**src/rtl/idle_watch_pkg.sv**
```systemverilog
package idle_watch_pkg;
    typedef enum logic [1:0] {
        GATE_WHILE_LOW  = 2'b00,
        GATE_WHILE_HIGH = 2'b01,
        GATE_ON_EDGE    = 2'b10,
        GATE_ON_EDGE2   = 2'b11
    } gate_mode_e;
endpackage

```
**src/rtl/iw_sync.sv**
```systemverilog
module iw_sync #(
    parameter int    STAGES  = 2,
    parameter logic  RST_VAL = 1'b1
) (
    input  logic clk,
    input  logic rst_n,
    input  logic d_i,
    output logic q_o
);
    logic [STAGES-1:0] chain_d, chain_q;

    always_comb begin
        chain_d = {chain_q[STAGES-2:0], d_i};
    end

    always_ff @(posedge clk or negedge rst_n) begin
        if (!rst_n) chain_q <= {STAGES{RST_VAL}};
        else        chain_q <= chain_d;
    end

    assign q_o = chain_q[STAGES-1];
endmodule

```
**src/rtl/iw_gate.sv**
```systemverilog
module iw_gate
    import idle_watch_pkg::*;
(
    input  logic       clk,
    input  logic       rst_n,
    input  logic       line_s_i,
    input  logic [1:0] gate_sel_i,
    output logic       clr_o
);
    logic prev_d, prev_q;
    logic toggled;

    always_comb begin
        prev_d  = line_s_i;
        toggled = line_s_i ^ prev_q;
        case (gate_mode_e'(gate_sel_i))
            GATE_WHILE_LOW:  clr_o = ~line_s_i;
            GATE_WHILE_HIGH: clr_o = line_s_i;
            default:         clr_o = toggled;
        endcase
    end

    always_ff @(posedge clk or negedge rst_n) begin
        if (!rst_n) prev_q <= 1'b1;
        else        prev_q <= prev_d;
    end


    edge_gate_chk: assert property (@(posedge clk) disable iff (!rst_n)
        (gate_sel_i[1] && clr_o) |-> (line_s_i != $past(line_s_i)));
endmodule

```
**src/rtl/iw_counter.sv**
```systemverilog
module iw_counter #(
    parameter int CNT_W = 16
) (
    input  logic             clk,
    input  logic             rst_n,
    input  logic             clr_i,
    input  logic [1:0]       gate_sel_i,
    input  logic [CNT_W-1:0] limit_i,
    input  logic             flag_clr_i,
    output logic             flag_o,
    output logic             pulse_o
);
    typedef struct packed {
        logic [CNT_W-1:0] cnt;
        logic             armed;
        logic             flag;
        logic             pulse;
        logic [1:0]       sel_cfg;
        logic [CNT_W-1:0] lim_cfg;
    } state_t;

    state_t st_d, st_q;
    logic   cfg_chg;

    always_comb begin
        st_d         = st_q;
        st_d.pulse   = 1'b0;
        st_d.sel_cfg = gate_sel_i;
        st_d.lim_cfg = limit_i;
        cfg_chg      = (gate_sel_i != st_q.sel_cfg) || (limit_i != st_q.lim_cfg);
        if (cfg_chg) begin
            st_d.cnt   = '0;
            st_d.armed = 1'b1;
            st_d.flag  = 1'b0;
        end else begin
            if (flag_clr_i) st_d.flag = 1'b0;
            if (clr_i) begin
                st_d.cnt   = '0;
                st_d.armed = 1'b1;
            end else begin
                if (st_q.cnt < limit_i) st_d.cnt = st_q.cnt + 1'b1;
                if (st_d.cnt == limit_i && st_q.armed) begin
                    st_d.pulse = 1'b1;
                    st_d.armed = 1'b0;
                    st_d.flag  = 1'b1;
                end
            end
        end
    end

    always_ff @(posedge clk or negedge rst_n) begin
        if (!rst_n) begin
            st_q       <= '0;
            st_q.armed <= 1'b1;
        end else begin
            st_q <= st_d;
        end
    end

    assign flag_o  = st_q.flag;
    assign pulse_o = st_q.pulse;


    cnt_sat_chk: assert property (@(posedge clk) disable iff (!rst_n)
        st_q.cnt <= st_q.lim_cfg);

    single_fire_chk: assert property (@(posedge clk) disable iff (!rst_n)
        st_q.pulse |=> !st_q.pulse);

    flag_rise_chk: assert property (@(posedge clk) disable iff (!rst_n)
        $rose(st_q.flag) |-> st_q.pulse);

    cfg_clear_chk: assert property (@(posedge clk) disable iff (!rst_n)
        cfg_chg |=> (!st_q.flag && st_q.cnt == '0));

    gate_hold_chk: assert property (@(posedge clk) disable iff (!rst_n)
        (clr_i && !cfg_chg) |=> st_q.cnt == '0);
endmodule

```
**src/rtl/line_idle_watch.sv**
```systemverilog
module line_idle_watch #(
    parameter int CNT_W       = 16,
    parameter int SYNC_STAGES = 2
) (
    input  logic             clk,
    input  logic             rst_n,
    input  logic             line_i,
    input  logic [1:0]       gate_sel_i,
    input  logic [CNT_W-1:0] limit_i,
    input  logic             flag_clr_i,
    output logic             timeout_flag_o,
    output logic             timeout_pulse_o
);
    logic line_s;
    logic gate_clr;

    iw_sync #(.STAGES(SYNC_STAGES), .RST_VAL(1'b1)) u_sync (
        .clk   (clk),
        .rst_n (rst_n),
        .d_i   (line_i),
        .q_o   (line_s)
    );

    iw_gate u_gate (
        .clk        (clk),
        .rst_n      (rst_n),
        .line_s_i   (line_s),
        .gate_sel_i (gate_sel_i),
        .clr_o      (gate_clr)
    );

    iw_counter #(.CNT_W(CNT_W)) u_cnt (
        .clk        (clk),
        .rst_n      (rst_n),
        .clr_i      (gate_clr),
        .gate_sel_i (gate_sel_i),
        .limit_i    (limit_i),
        .flag_clr_i (flag_clr_i),
        .flag_o     (timeout_flag_o),
        .pulse_o    (timeout_pulse_o)
    );


    pulse_flag_chk: assert property (@(posedge clk) disable iff (!rst_n)
        timeout_pulse_o |-> timeout_flag_o);
endmodule

```
**config.mk**
```make
export PLATFORM = sky130hd
export DESIGN_NAME = line_idle_watch
export DESIGN_NICKNAME = d
export VERILOG_FILES = /design/src/rtl/idle_watch_pkg.sv /design/src/rtl/iw_sync.sv /design/src/rtl/iw_gate.sv /design/src/rtl/iw_counter.sv /design/src/rtl/line_idle_watch.sv
export SDC_FILE = /design/constraint.sdc
export NUM_CORES = 1
export LEC_CHECK = 0
export BUFFER_PORTS_ARGS = -buffer_cell sky130_fd_sc_hd__buf_2
export CAP_MARGIN = 10
export CORE_ASPECT_RATIO = 1.1
export CORE_MARGIN = 5
export CORE_UTILIZATION = 60
export CTS_BUF_LIST = sky130_fd_sc_hd__clkbuf_8
export CTS_CLUSTER_DIAMETER = 80
export CTS_CLUSTER_SIZE = 14
export DETAILED_ROUTE_END_ITERATION = 8
export HOLD_SLACK_MARGIN = 0.12
export PLACE_DENSITY = 0.83
export SETUP_SLACK_MARGIN = 0.3
export SYNTH_ARGS = -nofsm -noshare
export SYNTH_HDL_FRONTEND = slang
export SYNTH_SLANG_ARGS = --single-unit
```
**constraint.sdc**
```tcl
create_clock -name clk -period 5.4 [get_ports clk]
set_input_delay 0.81 -clock clk [delete_from_list [all_inputs] [get_ports clk]]
set_output_delay 0.81 -clock clk [all_outputs]
set_load 0.02 [all_outputs]
```
==> metrics.txt <==
drt pass-1 iters=5; DRC viols=0; status=complete, no violations; Slew HR=0.413; max incr delay on CP=0.43 ns; clock insertion delay at the later pin of the skew report=0.30 ns; critical path class=primary input to flop; multiplexer share of the synthesized area=0.00377; power share of the clock group=0.345; antenna viol nets, final=0; Final Hold Viols=0; WL final=6790 um; initial detailed-routing violation count=182; Setup Buffers After CTS=0; Final WS setup=1.69 ns; final period utilization=0.686; post-placement worst setup slack=1.22 ns; Final Skew=0.00471 ns; hold_ws=0.369 ns; antenna violations before repair=0; synth unique cells=51; number of enable flip-flop cells after synthesis=0; Worst-Margin Slew=0.881 ns; max-cap viol count=0; Clock Path Buffers=2; grt ovf=0; TritonCTS clock tree=built; CP Launch Type=primary input; Setup-failing EPs final=0; Seq/Total Area, Yosys=0.379; GRT Overall Usage=0.256; sequential power share=0.539; Yosys Warn Count=0; Compound-Gate Fraction of Synth Area=0.132; critical path's slowest cell=o32ai_4; syn avg cell area=9.76 um2; power per cell area=200 nW/um2; most common cell after layout, fill and taps aside=xnor2_1; Required @ worst endpoint=5.59 ns; Post-Syn Nets=310; worst vdd ir=201 uV; Post-Synth Simple-Gate Area=0.197; crit-path max FO=9; # IOs=24; CP Data Arrival Time=3.90 ns; clock root cell=clkbuf_8; internal power=424 uW; Hold Crit Class=flop to flop; Clock transition at path regs=0.08 ns; Final Wtd Congestion=0.977; core area=4290 um2; Fin Setup TNS=0 ns; switch share=0.267; crit path cell chain=buf_2 -> inv_1 -> ha_1 -> nand4_1 -> or3_4 -> o32ai_4 -> nor3_1 -> buf_2 -> or3_1 -> a211oi_2 -> o2111ai_2 -> o41ai_2; Post-Synthesis Cell Area=2660 um2; Hold-fix buffers, CTS=0; wire length per cell=19.4 um; Layout Nets=333; CP endpoint kind=flop; port bufs=23; Die Ht=79.8 um; ANT cells=0; first-pass GRT wire length=11300 um; RSZ-0062 raised after global routing=no; Initial Util=0.620; Die W=73.4 um; Logic pwr share=0.116; vias in the first global route=2209; Psw=155 uW; CTS buffer count=5; dpl hpwl=5090 um; Gates resized, CTS repair=0; leakage dissipation=1.22 nW; dominant synthesized flop cell=dfrtp_1; Synth Instances=272; Final Critical Period=3.71 ns; Area Overhead vs Synth=9.19%; TritonCTS Sinks=40; Fillers=350; largest family of logic cells by synthesized area=simple AND/OR/NAND/NOR gates; #FFs+latches synth=40; share of cells above drive strength 1=0.169; via count=2239; die area=5860 um2; Synth Area in XOR/XNOR=0.172; Fmax=270 MHz; most frequent cells in the layout=37 x xnor2_1, 36 x dfrtp_1, 24 x buf_2; vias per cell=6.40; Max Transition Viols Final=0; Post-synth ARST share=1.00; largest net degree at the start of global routing=41; Synth Area in Adders=0.0754; Crit path top cell by count=buf_2; H-Tree Depth=2; row count=25
==> Yosys cell counts, types with 2 or more instances <==
cell / count / area [um2]
nor2_1: 22 / 82.6
nand4_1: 12 / 75.1
dfrtp_1: 36 / 901
xnor2_1: 37 / 324
nand3_1: 8 / 40.0
nand2_1: 18 / 67.6
o31ai_1: 3 / 22.5
o21ai_0: 5 / 25.0
or4b_2: 2 / 20.0
nand4b_1: 2 / 17.5
a21oi_1: 6 / 30.0
a211oi_1: 2 / 15.0
nand3b_1: 2 / 15.0
o32a_1: 2 / 20.0
clkbuf_1: 6 / 22.5
dfstp_2: 4 / 105
o22ai_1: 4 / 25.0
or3_4: 3 / 33.8
ha_1: 16 / 200
nor4_1: 7 / 43.8
a31oi_1: 2 / 12.5
inv_1: 20 / 75.1
xor2_1: 15 / 131
nor3_1: 7 / 35.0
or3_1: 3 / 18.8
buf_2: 2 / 10.0
and3_1: 2 / 12.5
==> cell type report <==
| cell class | instances | area (um2) | share of cell area |
|---|---|---|---|
| Inverter | 20 | 75.1 | 0.0259 |
| Sequential cell | 40 | 1010 | 0.347 |
| Timing Repair Buffer | 25 | 128 | 0.0440 |
| Clock buffer | 5 | 68.8 | 0.0237 |
| Clock inverter | 3 | 16.3 | 0.00561 |
| Tap cell | 54 | 67.6 | 0.0233 |
| Multi-Input combinational cell | 203 | 1540 | 0.530 |
==> state kept, by name, summed over array words and instances (netlist names) <==
signal	flops
u_cnt.flag_o	1
u_sync.chain_q	2
u_cnt.st_q	35
u_cnt.pulse_o	1
u_gate.prev_q	1
==> through the flow <==
stage               instances  cell area (um2)  power [mW]   util
floorplan                 272             2660       0.352      -
global placement          341             2810       0.382  0.655
detailed placement        341             2810       0.385  0.655
CTS                       349             2890       0.581  0.675
global route              350             2900       0.603  0.676
finish                    350             2900       0.579  0.676
==> kinds of logic (layout without fill, tap and decap cells) <==
family / Yosys count / in the layout
and+or+nand+nor: 94 / 94
xor gates and xnor gates: 52 / 52
AOI/OAI and AO/OA: 40 / 40
DFF: 40 / 40
buffers and inverters: 29 / 53
adders and majority gates: 16 / 16
muxes: 1 / 1
==> critical path: cells and delay by family <==
family	cells	cell delay, ns
AOI/OAI and AO/OA	4	1.20
adders and majority gates	1	0.30
buffers and inverters	3	0.47
and+or+nand+nor	4	1.12
==> routing by layer <==
| layer | GRT usage | share of wire | routed length [um] | vias up |
|---|---|---|---|---|
| li1 | - | - | - | 1015 |
| met1 | 0.337 | 0.39 | 2670 | 1072 |
| met2 | 0.413 | 0.49 | 3300 | 122 |
| met3 | 0.0453 | 0.084 | 574 | 30 |
| met4 | 0.105 | 0.038 | 255 | 0 |
| met5 | 0 | 0 | 0 | - |
==> worst paths after layout <==
check                             startpoint           endpoint  slack (ns)  cells past startpoint
min                        u_sync.chain_q[0]  u_sync.chain_q[1]        0.37                      0
max in group asynchronous              rst_n     u_cnt.st_q[25]        4.22                      1
min in group asynchronous              rst_n      u_cnt.st_q[2]        0.62                      1
max reg2reg                   u_cnt.st_q[31]       u_cnt.flag_o        1.89                     10
min reg2reg                u_sync.chain_q[0]  u_sync.chain_q[1]        0.37                      0
max                               limit_i[9]       u_cnt.flag_o        1.69                     12
==> power groups by stage <==
| stage | Clock [mW] | Combinational, mW | Sequential, mW |
|---|---|---|---|
| 6_report | 0.200 | 0.0673 | 0.312 |
| 5_1_grt | 0.216 | 0.0741 | 0.313 |
| 4_1_cts | 0.202 | 0.0672 | 0.312 |
| 3_5_place_dp | 0 | 0.0670 | 0.318 |
| 3_3_place_gp | 0 | 0.0652 | 0.317 |
| 2_1_floorplan | 0 | 0.0352 | 0.317 |
Note: power is estimated with default switching activity, not from simulation.
